[config.mk]
export PLATFORM = sky130hd
export DESIGN_NAME = rd_align_top
export DESIGN_NICKNAME = d
export VERILOG_FILES = /design/src/rtl/rd_align_pkg.sv /design/src/rtl/rd_align_ctl.sv /design/src/rtl/rd_align_dp.sv /design/src/rtl/rd_align_top.sv
export SDC_FILE = /design/constraint.sdc
export NUM_CORES = 1
export LEC_CHECK = 0
export BUFFER_PORTS_ARGS = -buffer_cell sky130_fd_sc_hd__buf_2
export CELL_PAD_IN_SITES_DETAIL_PLACEMENT = 1
export CELL_PAD_IN_SITES_GLOBAL_PLACEMENT = 2
export CORE_AREA = 3 3 92 50
export CTS_BUF_LIST = sky130_fd_sc_hd__clkbuf_16
export CTS_CLUSTER_SIZE = 25
export DETAILED_ROUTE_END_ITERATION = 10
export DIE_AREA = 0 0 95 53
export PLACE_DENSITY_LB_ADDON = 0.1
export RECOVER_POWER = 25
export SLEW_MARGIN = 20
export SYNTH_ARGS = -nofsm -noshare
export SYNTH_HDL_FRONTEND = slang
export SYNTH_SLANG_ARGS = --single-unit
[constraint.sdc]
create_clock -name clk -period 1.9 [get_ports clk]
set_input_delay 0.095 -clock clk [delete_from_list [all_inputs] [get_ports clk]]
set_output_delay 0.095 -clock clk [all_outputs]
set_load 0.02 [all_outputs]
[src/rtl/rd_align_pkg.sv]
package rd_align_pkg;
  // Byte lanes on the data pins and bits per lane
  localparam int unsigned LANES  = 2;
  localparam int unsigned LANE_W = 8;

  // Strobes from the schedule to the capture datapath
  typedef struct packed {
    logic             capture;
    logic [LANES-1:0] laneEn;
  } rdStrobe_t;
endpackage

[src/rtl/rd_align_ctl.sv]
module rd_align_ctl
  import rd_align_pkg::*;
#(
  parameter int unsigned MAX_CL  = 3,
  parameter int unsigned DQM_LAT = 2,
  parameter int unsigned MAX_BL  = 8,
  parameter int unsigned BL_W    = 3,
  parameter int unsigned CL_W    = $clog2(MAX_CL + 1)
) (
  input  logic             clk,
  input  logic             rstN,
  input  logic             rdIssue,
  input  logic             burstStop,
  input  logic [CL_W-1:0]  casLat,
  input  logic [BL_W-1:0]  blCode,
  input  logic [LANES-1:0] dqm,
  output rdStrobe_t        strobe,
  output logic             busDriven,
  output logic             wrHold
);
  localparam int unsigned CNT_W    = $clog2(MAX_BL);
  localparam int unsigned MAX_CODE = $clog2(MAX_BL);
  localparam logic [BL_W-1:0] FULL_CODE = {BL_W{1'b1}};

  logic [CNT_W-1:0] remCnt;
  logic [CNT_W-1:0] blMinus1;
  logic             fullRun;
  logic             slotNow;
  logic [MAX_CL:1]  slotPipe;
  logic             tap;
  logic             tapPrev;
  logic [LANES-1:0] dqmDly [DQM_LAT];

  // Beats still owed after the first one
  always_comb begin
    if (blCode <= BL_W'(MAX_CODE))
      blMinus1 = CNT_W'((32'd1 << blCode) - 32'd1);
    else
      blMinus1 = '0;
  end

  // A beat is owed in this command-side cycle
  assign slotNow = rdIssue | (!burstStop & (fullRun | (remCnt != '0)));

  always_ff @(posedge clk or negedge rstN) begin
    if (!rstN) begin
      remCnt  <= '0;
      fullRun <= 1'b0;
    end else if (rdIssue) begin
      fullRun <= (blCode == FULL_CODE);
      remCnt  <= (blCode == FULL_CODE) ? '0 : blMinus1;
    end else if (burstStop) begin
      fullRun <= 1'b0;
      remCnt  <= '0;
    end else if (!fullRun && remCnt != '0) begin
      remCnt  <= remCnt - 1'b1;
    end
  end

  // Latency line: slotPipe[k] holds slotNow from k cycles back
  always_ff @(posedge clk or negedge rstN) begin
    if (!rstN) begin
      slotPipe <= '0;
      tapPrev  <= 1'b0;
    end else begin
      slotPipe <= {slotPipe[MAX_CL-1:1], slotNow};
      tapPrev  <= tap;
    end
  end

  always_comb begin
    tap = slotPipe[1];
    for (int k = 2; k <= MAX_CL; k++)
      if (casLat == CL_W'(k)) tap = slotPipe[k];
  end

  // Read mask delay line
  always_ff @(posedge clk or negedge rstN) begin
    if (!rstN) begin
      for (int i = 0; i < DQM_LAT; i++) dqmDly[i] <= '0;
    end else begin
      dqmDly[0] <= dqm;
      for (int i = 1; i < DQM_LAT; i++) dqmDly[i] <= dqmDly[i-1];
    end
  end

  assign strobe.capture = tap;
  assign strobe.laneEn  = ~dqmDly[DQM_LAT-1];
  assign busDriven      = tap;
  assign wrHold         = tap | tapPrev;


  issue_slot_chk: assert property (@(posedge clk) disable iff (!rstN)
    rdIssue |=> slotPipe[1]);


  stop_cut_chk: assert property (@(posedge clk) disable iff (!rstN)
    (burstStop && !rdIssue) |=> !slotPipe[1]);


  one_beat_chk: assert property (@(posedge clk) disable iff (!rstN)
    (rdIssue && blCode == '0) ##1 !rdIssue |-> !slotNow);


  hold_busy_chk: assert property (@(posedge clk) disable iff (!rstN)
    busDriven |-> wrHold);


  hold_tail_chk: assert property (@(posedge clk) disable iff (!rstN)
    $fell(busDriven) |-> wrHold);
endmodule

[src/rtl/rd_align_dp.sv]
module rd_align_dp
  import rd_align_pkg::*;
#(
  parameter int unsigned DQ_W = LANES * LANE_W
) (
  input  logic             clk,
  input  logic             rstN,
  input  rdStrobe_t        strobe,
  input  logic [DQ_W-1:0]  dqIn,
  output logic [DQ_W-1:0]  rdData,
  output logic             rdValid,
  output logic [LANES-1:0] byteValid
);
  always_ff @(posedge clk or negedge rstN) begin
    if (!rstN) rdValid <= 1'b0;
    else       rdValid <= strobe.capture;
  end

  for (genvar g = 0; g < LANES; g++) begin : gLane
    logic keep;
    assign keep = strobe.capture & strobe.laneEn[g];
    always_ff @(posedge clk or negedge rstN) begin
      if (!rstN) begin
        byteValid[g]                  <= 1'b0;
        rdData[g*LANE_W +: LANE_W]    <= '0;
      end else begin
        byteValid[g]                  <= keep;
        rdData[g*LANE_W +: LANE_W]    <= keep ? dqIn[g*LANE_W +: LANE_W] : '0;
      end
    end
  end


  idle_zero_chk: assert property (@(posedge clk) disable iff (!rstN)
    !rdValid |-> (byteValid == '0 && rdData == '0));
endmodule

[src/rtl/rd_align_top.sv]
module rd_align_top
  import rd_align_pkg::*;
#(
  parameter int unsigned MAX_CL  = 3,
  parameter int unsigned DQM_LAT = 2,
  parameter int unsigned MAX_BL  = 8,
  parameter int unsigned BL_W    = 3,
  parameter int unsigned CL_W    = $clog2(MAX_CL + 1),
  parameter int unsigned DQ_W    = LANES * LANE_W
) (
  input  logic             clk,
  input  logic             rstN,
  input  logic             rdIssue,
  input  logic             burstStop,
  input  logic [CL_W-1:0]  casLat,
  input  logic [BL_W-1:0]  blCode,
  input  logic [LANES-1:0] dqm,
  input  logic [DQ_W-1:0]  dqIn,
  output logic [DQ_W-1:0]  rdData,
  output logic             rdValid,
  output logic [LANES-1:0] byteValid,
  output logic             busDriven,
  output logic             wrHold
);
  rdStrobe_t strobe;

  rd_align_ctl #(
    .MAX_CL(MAX_CL), .DQM_LAT(DQM_LAT), .MAX_BL(MAX_BL), .BL_W(BL_W), .CL_W(CL_W)
  ) uCtl (
    .clk(clk), .rstN(rstN), .rdIssue(rdIssue), .burstStop(burstStop),
    .casLat(casLat), .blCode(blCode), .dqm(dqm),
    .strobe(strobe), .busDriven(busDriven), .wrHold(wrHold)
  );

  rd_align_dp #(.DQ_W(DQ_W)) uDp (
    .clk(clk), .rstN(rstN), .strobe(strobe), .dqIn(dqIn),
    .rdData(rdData), .rdValid(rdValid), .byteValid(byteValid)
  );


  drive_cap_chk: assert property (@(posedge clk) disable iff (!rstN)
    busDriven |=> rdValid);


  quiet_cap_chk: assert property (@(posedge clk) disable iff (!rstN)
    !busDriven |=> !rdValid);
endmodule

==> implementation parameters <==
Parameter                              Value

Outcome
  Result of the run    completed

Final layout
  Fill cell count    439
  Post-layout instance area    0.00154 mm2
  Area added between synthesis and finish    43.0%
  Fraction of final layout cells with drive strength greater than 1    45.5%
  Net count, final    162
  Antenna diodes    0

Power and ir drop
  Internal power component    1.25 mW
  Combinational power share    13.1%
  Worst VDD drop    0.346 mV
  Register share of total power    43.1%
  Switching part of the total power    23.7%
  LEAKAGE    0.764 nW
  Fraction of power consumed by the clock network    43.8%
  P_sw    0.388 mW
  PD cells    1070 mW/mm2
  Sum of internal, switching and leakage power    1.64 mW

Critical path
  Sequence of cells on the critical path    mux2i_1 > a21oi_1 > or2_2 > buf_2
  Crit path required time    1.80 ns
  Largest driver fanout on the critical path    3
  Data arrival time of the critical path    1.49 ns
  Bufs and invs on worst path    1
  Highest-delay cell along the critical path    dfrtp_1
  Type of the setup path with the least slack    register to output pin
  Top cell family by delay on the critical path    flip-flops
  Setup crit end kind    output pin
  Stage delay of the slowest cell on the critical path    0.36 ns
  Startpoint kind of the worst setup timing path    register

Logic synthesis
  Register area share after synthesis    69.8%
  Cell types with the largest area share after synthesis    dfrtp_1, and2_2, a211oi_2
  Synth top cells by count    dfrtp_1, and2_2, inv_1
  Netlist area before placement    0.00107 mm2
  EDFF count, synth    0
  Biggest area consumer among synthesized cells    dfrtp_1
  Main flop type after synthesis    dfrtp_1
  Share of async-settable or async-resettable flops after synthesis    100%
  Synthesized net count    104
  Register bit count reported by yosys    30
  Gate count after technology mapping    75
  Area share of the largest cell type after synthesis    69.8%
  Distinct cell type count after synthesis    22
  Synth warnings    0
  Mean instance size in the synthesized netlist    14.3 um2
  Cell with the most instances after synthesis    dfrtp_1

Timing
  Max transition margin    55.1%
  Fin crit share    83.4%
  Crit path time final    1.59 ns
  Max Clock Skew    0.00433 ns
  Number of endpoints with negative hold slack in the final report    0
  Top achievable clock speed    631 MHz
  RSZ-0062 raised after global routing    no
  Fin worst setup slack    0.315 ns
  Setup-failing EPs final    0
  Slew Limit Fails    0
  Post-route setup TNS    0 ns
  Slew of the pin with the lowest slew margin    0.674 ns
  Hold Slack    0.0449 ns

Place
  Placement-stage cell area    0.00139 mm2
  Worst Setup Slack post-DPL    0.383 ns
  Detailed-placement wirelength estimate    1.70 mm
  Final Wtd Congestion    0.643
  Buffers added on ports    47

Clock tree
  Number of post-CTS setup repair buffers    0
  Library cell used as clock root buffer    clkbuf_16
  Buffer levels on the longest clock path    2
  Register clock-pin slew on the reported worst setup and hold paths    0.05 ns
  Number of clock buffers inserted by TritonCTS    5
  Clock net sink count    30
  Level count of the clock H-tree    2
  TritonCTS clock tree    yes
  Latest clock arrival within the worst-skew pair    0.27 ns

Route
  Mean number of vias per cell    4.09
  Routed metal-1 wire length    1.00 mm
  Number of DRC violations after detailed routing    0
  Antenna-violating nets left    0
  Number of search-and-repair iterations in the first detailed-routing pass    3
  Met2 Wirelength    1.07 mm
  Routed WL    2.29 mm
  Violation count after the first detailed-route iteration    3
  Uppermost metal layer occupied by signal nets    met4
  Total via count in the routed design    769
  Post-detailed-route wirelength per cell    12.2 um
  Met3 routed wirelength    195 um

GRT
  Antenna violations before repair    0
  First-pass GRT wire length    3.61 mm
  Overflow after GRT    0
  Vias in the first global route    768
  Pin count of the biggest net entering global routing    31
  Total global routing track utilization    9.93%

Floorplanning
  Die Span Y    53 um
  Die area    0.00504 mm2
  Starting density of the core    27.8%
  I/O Pins    48
  Overall die width    95 um
  Core box area    0.00386 mm2
  Cell Rows    16

Hold path
  Path class of the lowest-slack min-delay path    primary input to register

Run
  Max-capacitance violation count    0
==> metrics by stage <==
stage | std cells | util (%)
floorplan | 75 | -
global placement | 177 | 35.8
detailed placement | 177 | 35.8
CTS | 188 | 40.2
global route | 188 | 39.8
finish | 188 | 39.8
==> kinds of logic after synthesis <==
family	Yosys count	synth area share, %
fa+ha+maj	2	2.33
simple gates	27	16.6
flops	30	69.8
mux	3	2.91
compound gates	9	6.87
buf+inv	4	1.40
==> placed cells by master (no fill, tap or decap), types with 2 or more instances in the layout <==
master,n
buf_2,34
dfrtp_1,30
and2_2,16
clkbuf_1,13
inv_1,5
clkbuf_16,5
nor2_1,3
dlygate4sd3_1,3
mux2i_1,2
a211oi_2,2
nand2_1,2
ha_1,2
==> power groups by stage <==
stage / clock (mW) / combinational, mW / sequential, mW
final: 0.718 / 0.214 / 0.706
after global routing: 0.786 / 0.241 / 0.711
after CTS: 0.747 / 0.227 / 0.706
after detailed placement: 0 / 0.221 / 0.716
after global placement: 0 / 0.221 / 0.715
after floorplan: 0 / 0.0819 / 0.754
==> area by class of cell <==
cell class              instances  area, um2  area share [%]
inverters                       4       15.0           0.977
clock inverters                 3       12.5           0.814
multi-input cells              41        309            20.1
clock buffers                   5        125            8.14
repair buffers                 51        256            16.7
flip-flops and latches         30        751            48.9
well taps                      54       67.6            4.40
==> per-layer routing <==
layer	GRT usage [%]	vias up
li1	-	367
met1	11.3	371
met2	16.1	28
met3	5.54	3
met4	2.87	0
met5	0	-
==> flip-flops by register name, indices dropped and copies added (netlist names) <==
name,flops
uDp.rdData,16
uCtl.remCnt,3
uDp.rdValid,1
uDp.byteValid,2
uCtl.fullRun,1
uCtl.slotPipe,3
uCtl.dqmDly,4
==> path summary, 6_finish.rpt <==
path / from / endpoint / slack (ns) / cells after the start
min in group asynchronous: rstN / uDp.rdData[0] / 0.41 / 2
hold reg to reg: uCtl.dqmDly[3] / uCtl.dqmDly[1] / 0.34 / 0
hold / removal: dqIn[15] / uDp.rdData[15] / 0.04 / 2
setup / recovery: uCtl.slotPipe[3] / wrHold / 0.31 / 4
max in group asynchronous: rstN / uCtl.dqmDly[0] / 1.05 / 2
setup reg to reg: uCtl.remCnt[0] / uCtl.remCnt[2] / 0.39 / 5
==> what timing repair did <==
action / CTS / global route
hold buffers: 3 / 0
resized for setup: 0 / 0
endpoints found under the hold margin: 32 / 0
No activity file was read; power rests on OpenSTA's default activity.
